[config.mk]
export PLATFORM = sky130hd
export DESIGN_NAME = vidcap_fmt
export DESIGN_NICKNAME = d
export VERILOG_FILES = /design/src/rtl/vidcap_pkg.sv /design/src/rtl/vidcap_phase.sv /design/src/rtl/vidcap_lane_sel.sv /design/src/rtl/vidcap_out.sv /design/src/rtl/vidcap_fmt.sv
export SDC_FILE = /design/constraint.sdc
export NUM_CORES = 1
export LEC_CHECK = 0
export BUFFER_PORTS_ARGS = -buffer_cell sky130_fd_sc_hd__buf_2
export CAP_MARGIN = 10
export CORE_MARGIN = 3
export CORE_UTILIZATION = 50
export DETAILED_ROUTE_END_ITERATION = 10
export GPL_ROUTABILITY_DRIVEN = 1
export PLACE_DENSITY = 0.8
export SLEW_MARGIN = 25
export SYNTH_ARGS = -nofsm -noshare
export SYNTH_HDL_FRONTEND = slang
export SYNTH_SLANG_ARGS = --single-unit
[constraint.sdc]
create_clock -name clk -period 4.65 [get_ports clk]
set_clock_uncertainty 0.05 [all_clocks]
set_input_delay 0.465 -clock clk [delete_from_list [all_inputs] [get_ports clk]]
set_output_delay 0.465 -clock clk [all_outputs]
set_load 0.02 [all_outputs]
[src/rtl/vidcap_pkg.sv]
package vidcap_pkg;

  typedef enum logic [1:0] {
    MODE_PAR24   = 2'b00,
    MODE_SPLIT16 = 2'b01,
    MODE_MUX8    = 2'b10,
    MODE_RSVD    = 2'b11
  } if_mode_e;

  // Whether an enabled sample in this mode/phase produces an output pixel.
  function automatic logic f_emits(if_mode_e m, logic [1:0] ph);
    case (m)
      MODE_PAR24:   f_emits = 1'b1;
      MODE_SPLIT16: f_emits = 1'b1;
      MODE_MUX8:    f_emits = ph[0];
      default:      f_emits = 1'b0;
    endcase
  endfunction

  // Whether the chroma byte of this sample is a Cb.
  function automatic logic f_cb_take(if_mode_e m, logic [1:0] ph);
    case (m)
      MODE_SPLIT16: f_cb_take = ~ph[0];
      MODE_MUX8:    f_cb_take = (ph == 2'd0);
      default:      f_cb_take = 1'b0;
    endcase
  endfunction

  // Whether the chroma byte of this sample is a Cr.
  function automatic logic f_cr_take(if_mode_e m, logic [1:0] ph);
    case (m)
      MODE_SPLIT16: f_cr_take = ph[0];
      MODE_MUX8:    f_cr_take = (ph == 2'd2);
      default:      f_cr_take = 1'b0;
    endcase
  endfunction

endpackage

[src/rtl/vidcap_phase.sv]
module vidcap_phase #(
  parameter int PH_W = 2
) (
  input  logic            clk,
  input  logic            rst,
  input  logic            de,
  output logic            line_start,
  output logic [PH_W-1:0] phase
);
  logic            de_q;
  logic [PH_W-1:0] ph_q;

  assign line_start = de & ~de_q;
  assign phase      = line_start ? '0 : ph_q;

  always_ff @(posedge clk) begin
    if (rst) begin
      de_q <= 1'b0;
      ph_q <= '0;
    end else begin
      de_q <= de;
      if (de) ph_q <= phase + 1'b1;
    end
  end

  // The first sample of a line is taken in phase 0, so the stored phase is 1 afterwards.
  assert_line_start_phase_R9: assert property (@(posedge clk) disable iff (rst)
    line_start |=> (ph_q == PH_W'(1)));

endmodule

[src/rtl/vidcap_lane_sel.sv]
module vidcap_lane_sel
  import vidcap_pkg::*;
#(
  parameter int LANE_W = 8
) (
  input  if_mode_e          mode,
  input  logic [1:0]        phase,
  input  logic              de,
  input  logic [3*LANE_W-1:0] din,
  input  logic [LANE_W-1:0] cb_hold,
  input  logic [LANE_W-1:0] cr_hold,
  output logic              pix_fire,
  output logic              cb_load,
  output logic              cr_load,
  output logic [LANE_W-1:0] chroma_new,
  output logic [LANE_W-1:0] nxt_c0,
  output logic [LANE_W-1:0] nxt_c1,
  output logic [LANE_W-1:0] nxt_c2
);
  logic [LANE_W-1:0] lane_lo, lane_mid, lane_hi, luma, cb_eff, cr_eff;

  always_comb begin
    lane_lo  = din[LANE_W-1:0];
    lane_mid = din[2*LANE_W-1:LANE_W];
    lane_hi  = din[3*LANE_W-1:2*LANE_W];

    pix_fire = de & f_emits(mode, phase);
    cb_load  = de & f_cb_take(mode, phase);
    cr_load  = de & f_cr_take(mode, phase);
    chroma_new = lane_lo;

    case (mode)
      MODE_PAR24:   luma = lane_hi;
      MODE_SPLIT16: luma = lane_mid;
      default:      luma = lane_lo;
    endcase

    cb_eff = cb_load ? lane_lo : cb_hold;
    cr_eff = cr_load ? lane_lo : cr_hold;

    nxt_c0 = luma;
    nxt_c1 = (mode == MODE_PAR24) ? lane_mid : cb_eff;
    nxt_c2 = (mode == MODE_PAR24) ? lane_lo  : cr_eff;
  end

endmodule

[src/rtl/vidcap_out.sv]
module vidcap_out #(
  parameter int LANE_W = 8
) (
  input  logic              clk,
  input  logic              rst,
  input  logic              mode_rsvd,
  input  logic              pix_fire,
  input  logic              cb_load,
  input  logic              cr_load,
  input  logic [LANE_W-1:0] chroma_new,
  input  logic [LANE_W-1:0] nxt_c0,
  input  logic [LANE_W-1:0] nxt_c1,
  input  logic [LANE_W-1:0] nxt_c2,
  input  logic              line_start,
  input  logic              hsync_in,
  input  logic              vsync_in,
  input  logic              fid_in,
  output logic              valid,
  output logic [LANE_W-1:0] c0,
  output logic [LANE_W-1:0] c1,
  output logic [LANE_W-1:0] c2,
  output logic              hs,
  output logic              vs,
  output logic              fid,
  output logic              err,
  output logic [LANE_W-1:0] cb_hold,
  output logic [LANE_W-1:0] cr_hold
);

  always_ff @(posedge clk) begin
    if (rst) begin
      valid   <= 1'b0;
      c0      <= '0;
      c1      <= '0;
      c2      <= '0;
      hs      <= 1'b0;
      vs      <= 1'b0;
      fid     <= 1'b0;
      err     <= 1'b0;
      cb_hold <= '0;
      cr_hold <= '0;
    end else begin
      hs    <= hsync_in;
      valid <= pix_fire;
      if (line_start) begin
        vs  <= vsync_in;
        fid <= fid_in;
      end
      if (mode_rsvd) err <= 1'b1;
      if (pix_fire) begin
        c0 <= nxt_c0;
        c1 <= nxt_c1;
        c2 <= nxt_c2;
      end
      if (cb_load) cb_hold <= chroma_new;
      if (cr_load) cr_hold <= chroma_new;
    end
  end

  assert_rsvd_no_pixel_R6: assert property (@(posedge clk) disable iff (rst)
    mode_rsvd |=> (!valid && err));

  assert_err_sticky_R6: assert property (@(posedge clk) disable iff (rst)
    err |=> err);

  assert_hsync_delay_R8: assert property (@(posedge clk) disable iff (rst)
    !$past(rst) |-> (hs == $past(hsync_in)));

  assert_fid_held_R7: assert property (@(posedge clk) disable iff (rst)
    !line_start |=> $stable(fid));

endmodule

[src/rtl/vidcap_fmt.sv]
module vidcap_fmt
  import vidcap_pkg::*;
#(
  parameter int LANE_W = 8,
  localparam int BUS_W = 3 * LANE_W
) (
  input  logic              clk,
  input  logic              rst,
  input  logic [1:0]        mode_i,
  input  logic [BUS_W-1:0]  din_i,
  input  logic              hsync_i,
  input  logic              vsync_i,
  input  logic              de_i,
  input  logic              fid_i,
  output logic              pix_valid_o,
  output logic [LANE_W-1:0] pix_c0_o,
  output logic [LANE_W-1:0] pix_c1_o,
  output logic [LANE_W-1:0] pix_c2_o,
  output logic              hsync_o,
  output logic              vsync_o,
  output logic              fid_o,
  output logic              mode_err
);
  if_mode_e          mode_e;
  logic              line_start;
  logic [1:0]        phase;
  logic              pix_fire, cb_load, cr_load;
  logic [LANE_W-1:0] chroma_new, nxt_c0, nxt_c1, nxt_c2, cb_hold, cr_hold;

  assign mode_e = if_mode_e'(mode_i);

  vidcap_phase #(.PH_W(2)) u_phase (
    .clk(clk), .rst(rst), .de(de_i), .line_start(line_start), .phase(phase)
  );

  vidcap_lane_sel #(.LANE_W(LANE_W)) u_sel (
    .mode(mode_e), .phase(phase), .de(de_i), .din(din_i),
    .cb_hold(cb_hold), .cr_hold(cr_hold),
    .pix_fire(pix_fire), .cb_load(cb_load), .cr_load(cr_load),
    .chroma_new(chroma_new), .nxt_c0(nxt_c0), .nxt_c1(nxt_c1), .nxt_c2(nxt_c2)
  );

  vidcap_out #(.LANE_W(LANE_W)) u_out (
    .clk(clk), .rst(rst), .mode_rsvd(mode_e == MODE_RSVD),
    .pix_fire(pix_fire), .cb_load(cb_load), .cr_load(cr_load),
    .chroma_new(chroma_new), .nxt_c0(nxt_c0), .nxt_c1(nxt_c1), .nxt_c2(nxt_c2),
    .line_start(line_start), .hsync_in(hsync_i), .vsync_in(vsync_i), .fid_in(fid_i),
    .valid(pix_valid_o), .c0(pix_c0_o), .c1(pix_c1_o), .c2(pix_c2_o),
    .hs(hsync_o), .vs(vsync_o), .fid(fid_o), .err(mode_err),
    .cb_hold(cb_hold), .cr_hold(cr_hold)
  );

  assert_par24_lanes_R1: assert property (@(posedge clk) disable iff (rst)
    (mode_i == 2'b00 && de_i) |=>
      (pix_valid_o && pix_c0_o == $past(din_i[BUS_W-1:2*LANE_W])
                   && pix_c2_o == $past(din_i[LANE_W-1:0])));

  assert_de_low_ignored_R2: assert property (@(posedge clk) disable iff (rst)
    !de_i |=> (!pix_valid_o && $stable(pix_c0_o) && $stable(pix_c1_o)));

endmodule

==> results of run 1 <==
## critical path, delay by kind of cell
kind	cells	cell delay, ns
adder cells (fa/ha/maj)	1	0.47
AO/OA/AOI/OAI	2	0.99
buffers and inverters	2	0.21
AND/OR/NAND/NOR	1	0.50
## registers in the layout, summed over array words and instances (netlist names)
name,flops
u_out.fid,1
u_out.c1,8
u_out.c0,8
u_phase.de_q,1
u_out.err,1
u_out.hs,1
u_out.c2,8
u_phase.ph_q,2
u_out.cb_hold,8
u_out.cr_hold,8
u_out.vs,1
u_out.valid,1
## per-layer routing
layer  part of all wire, %  GRT usage (%)
met5                     0              0
met2                    45           31.5
met3                   8.2           5.89
met4                   1.9           6.89
met1                    45           29.0
## cell usage after synthesis, drive strengths merged, types with 2 or more instances
master,count
nor2,23
a32o,2
inv,3
mux2i,26
clkbuf,10
a22oi,8
o21bai,8
a211oi,16
ha,7
nor2b,4
a21oi,25
and2,2
a311oi,8
nand2,13
dfxtp,48
buf,8
## kinds of logic after synthesis
kind of cell / synth area share (%)
adders and majority gates: 4.04
AOI/OAI and AO/OA: 25.5
buffers and inverters: 5.14
muxes: 12.0
and+or+nand+nor: 9.01
DFF: 44.3
## per-stage QoR
step | area, sq um | hold slack, ns | util, % | power (mW)
after floorplan | 2170 | 0.404 | - | 0.559
after global placement | 2440 | 0.398 | 59.8 | 0.605
after detailed placement | 2440 | 0.414 | 59.8 | 0.607
after CTS | 2560 | 0.324 | 62.6 | 0.904
after global routing | 2560 | 0.327 | 62.6 | 0.940
final | 2560 | 0.319 | 62.6 | 0.903
## power by group
part / switching [mW] / internal (mW)
registers: 0.0117 / 0.433
logic: 0.0970 / 0.0580
clock network: 0.144 / 0.159
## worst min-delay path by stage
stage | startpoint | to | slack [ns] | cells after the start
floorplan | u_out.cr_hold[7]$_SDFF_PP0_ | u_out.cr_hold[7]$_SDFF_PP0_ | 0.40 | 2
global placement | u_out.err$_SDFFE_PP0N_ | u_out.err$_SDFFE_PP0N_ | 0.40 | 2
detailed placement | u_out.err$_SDFFE_PP0N_ | u_out.err$_SDFFE_PP0N_ | 0.41 | 2
CTS | hsync_i | u_out.hs$_SDFF_PP0_ | 0.32 | 2
global route | hsync_i | u_out.hs$_SDFF_PP0_ | 0.33 | 2
finish | hsync_i | u_out.hs$_SDFF_PP0_ | 0.32 | 2
## layout make-up
| type | count | area, sq um | area share [%] |
|---|---|---|---|
| multi-input combinational | 150 | 1090 | 42.8 |
| timing repair buffer | 62 | 315 | 12.3 |
| clock buffer | 5 | 68.8 | 2.69 |
| sequential | 48 | 961 | 37.6 |
| inverter | 3 | 11.3 | 0.441 |
| clock inverter | 3 | 42.5 | 1.66 |
| tap | 50 | 62.6 | 2.45 |
## cell usage in the layout, fill, tap and decap left out, types with 2 or more instances in the layout
master     n
buf_2     60
o21bai_1   8
buf_4      2
a32o_1     2
a311oi_1   7
a211oi_2   9
a211oi_1   7
dfxtp_1   48
a22oi_1    8
nor2b_1    4
ha_1       7
inv_1      3
nand2_1   13
nor2_1    23
a21oi_1   24
mux2i_1   26
clkbuf_8   5
==> metrics.txt, run 1 <==
hold buffer count at CTS 0; CP Capture Point u_out.c1[2]$_SDFFE_PP0P_; Net Count, Synth about 260; Worst slew margin 33.0%; Yosys top cell area share ~44%; vias in the first global route 1734; worst-path fanout max 26; Final Critical Period between 2 and 3 ns; Final setup violation count 0; worst-margin pin slew 1.01 ns; FFs w/ async S/R, synth 0%; syn_area_per_cell approximately 9.9 sq um; clk buf depth 2; final setup TNS 0 ns; largest net degree at the start of global routing 49; gr ovfl total 0; final std cells w/o fill 321; crit-path cells buf_2, inv_1, ha_1, a311o_1, and3b_1, a211oi_1; total track usage a little over a fifth; Warnings, synthesis 0; area leader, netlist dfxtp_1; Site Rows 23; status finished clean; total placed cells including tap cells 313; Worst EP arrival 2.63 ns; Die W between 70 and 80 microns; worst reg2reg setup slack 2.32 ns; RePlAce Congestion just over 0.8; reg-to-reg startpoint u_phase.de_q$_SDFF_PP0_; Port-buffer cells 60; via count 1831; RSZ-0062 raised after global routing no; largest cells by area after synthesis dfxtp_1 44%, mux2i_1 12%, a21oi_1 5.5%, a211oi_2 5.2%, ha_1 4.0%; layout cells sized above 1 30.6%; CTS Buf Count 5; Slowest-stage cell, CP a311o_1; Detailed Route Iter0 Violations 180; Slew Viols, Final 0; post-CTS setup repair buffer count 0; reg2reg end u_out.c1[2]$_SDFFE_PP0P_; antenna violations before repair 0; Startpoint Class primary input; antenna-violating nets left 0; Max-Cap Viols 0; Critical path origin mode_i[0]; Netlist Area Pre-Place 2170 sq um; CTS H-tree depth 2; first-pass GRT wire length ~8.5 mm; Fmax achieved 399 MHz; Post-Syn Instances 219; min setup slack post-route about 2.1 ns; Ports 61; drt drc 0; CP max stage delay about 0.86 ns; Worst-Skew Late Latency 0.30 ns; count of different cell masters after synthesis 30; FILL cells around 360; clock slew at reported path FFs approximately 0.09 ns; DP Worst Slack roughly 1.9 ns; clock root buffer clkbuf_8; DIE HEIGHT 71.8 microns; Starting Density between 50% and 60%; drt via density 5.70; number of synthesized register bits 48; Final Hold Violating Endpoints 0; Core Region 4090 sq um; Post-synth EDFFs 0; Die Area 5160 sq um; Nets 309; DRT Wirelength slightly above 5 mm; fin crit share 53.8%; Post-CTS Resized 0; clock net sink count 48; FF-to-FF path depth 4; crit end category register; Area growth, synth to finish 18.0%; Final HPWL DP around 3.5 mm; VDD IR max 0.231 mV; drt wl/cell 16.1 microns; CTS tree done; first-pass detailed-route iteration total 5; Critical Path RT 4.78 ns; Leakage 1.16 nW; PwrDens 353 nW/um^2; Post-synth top flop dfxtp_1; sequential fraction of the synthesis area approximately 44%; WS Path Type in2reg; Antenna Cells 0; worst hold path type in2reg
Note: power is estimated with default switching activity, not from simulation.
==> inputs of run 2 (changes only) <==
Clock period 4.65 ns to 2.35 ns, I/O delays scaled along.
==> metrics.txt, run 2 (same netlist as run 1, synthesis figures left out) <==
fin crit share 90.3%; Final setup violation count 0; antenna-violating nets left 0; fin util 63.7%; leading cell type in the layout, fill and taps excluded buf_2; Hold Crit Start hsync_i; CTS H-tree depth 2; first-pass detailed-route iteration total 4; DIE HEIGHT 71.8 microns; status finished clean; Final HPWL DP 3.56 mm; antenna violations before repair 0; Slew Viols, Final 0; Ports 61; DRT Wirelength approximately 5.2 mm; Fmax achieved 471 MHz; worst reg2reg setup slack about 0.23 ns; Max-Cap Viols 0; post-CTS setup repair buffer count 0; Leakage 1.19 nW; worst-path fanout max 8; Area growth, synth to finish 20.2%; via count 1862; drt drc 0; Core Region a little over 4000 sq um; FF-to-FF path depth 9; Critical path origin u_phase.de_q$_SDFF_PP0_; Post-CTS Resized 0; Final Critical Period 2.12 ns; VDD IR max roughly 0.58 mV; hold depth 2; Startpoint Class register; Nets between 300 and 400; Critical Path RT 2.46 ns; layout cells sized above 1 32.0%; clock root buffer clkbuf_8; Port-buffer cells 60; worst-margin pin slew just under 0.8 ns; Worst EP arrival 2.23 ns; vias in the first global route around 1700; CTS tree done; Starting Density 53.0%; reg-to-reg startpoint u_phase.de_q$_SDFF_PP0_; gr ovfl total 0; reg2reg end u_out.c2[3]$_SDFFE_PP0P_; clock net sink count 48; Worst-Skew Late Latency 0.30 ns; Antenna Cells 0; total track usage 22.1%; drt via density 5.68; largest net degree at the start of global routing 43; Die W 71.8 microns; Detailed Route Iter0 Violations slightly below 100; worst hold path type in2reg; clock slew at reported path FFs roughly 0.09 ns; most frequent cells in the layout 60 x buf_2, 48 x dfxtp_1, 26 x mux2i_1; hold buffer count at CTS 0; first-pass GRT wire length 8.74 mm; PwrDens 686 nW/um^2; Die Area between 5000 and 6000 sq um; Hold EP u_out.hs$_SDFF_PP0_; Site Rows 23; Final Hold Violating Endpoints 0; Worst slew margin 47.0%; WS Path Type reg2reg; RSZ-0062 raised after global routing no; CTS Buf Count 5; final setup TNS 0 ns; RePlAce Congestion 0.777; crit end category register; drt wl/cell 16.0 microns; clk buf depth 2
==> run 2: layout make-up <==
cell class,instances,area (sq um)
tap,50,62.6
fill,366,1480
clock inverter,2,35.0
sequential,48,961
multi-input combinational,150,1090
inverter,3,11.3
clock buffer,6,72.6
timing repair buffer,69,368
==> run 2: stage by stage <==
| stage | hold WS (ns) | total power [mW] | area (sq um) | worst slack (ns) | std cells |
|---|---|---|---|---|---|
| 4_1_cts | 0.0819 | 1.80 | 2610 | 0.232 | 328 |
| 5_1_grt | 0.0895 | 1.87 | 2610 | 0.101 | 328 |
| 2_1_floorplan | 0.313 | 1.11 | 2170 | 0.313 | 219 |
| 3_3_place_gp | 0.398 | 1.21 | 2500 | 0.341 | 320 |
| 6_report | 0.0900 | 1.79 | 2610 | 0.228 | 328 |
| 3_5_place_dp | 0.404 | 1.21 | 2500 | 0.274 | 320 |
==> run 2: critical path, cell delays in order (launching register included) <==
cell      delay [ns]
dfxtp_1         0.34
nand2b_1        0.26
nand2_1         0.15
inv_1           0.06
ha_1            0.21
a32o_1          0.24
a21oi_2         0.13
buf_4           0.21
mux2i_1         0.25
a211oi_2        0.09
==> run 2: worst max path at each step <==
| stage | to | slack [ns] | depth (start not counted) |
|---|---|---|---|
| after floorplan | u_out.c2[0]$_SDFFE_PP0P_ | 0.31 | 9 |
| after global placement | u_out.c2[1]$_SDFFE_PP0P_ | 0.34 | 9 |
| after detailed placement | u_out.c2[3]$_SDFFE_PP0P_ | 0.27 | 9 |
| after CTS | u_out.c2[3]$_SDFFE_PP0P_ | 0.23 | 9 |
| after global routing | u_out.c2[3]$_SDFFE_PP0P_ | 0.10 | 9 |
| final | u_out.c2[3]$_SDFFE_PP0P_ | 0.23 | 9 |
==> run 2: metal layers <==
layer  part of all wire (%)  vias to the layer above  global-route usage [%]
met2                     45                       75                    33.7
li1                       -                      909                       -
met4                    1.6                        0                    8.35
met1                     46                      873                    30.2
met5                      0                        -                       0
met3                    7.4                        5                    5.61
==> run 2: power breakdown <==
part | switching (mW) | internal [mW] | total (mW)
clock network | 0.272 | 0.316 | 0.588
logic | 0.196 | 0.124 | 0.320
registers | 0.0218 | 0.856 | 0.878
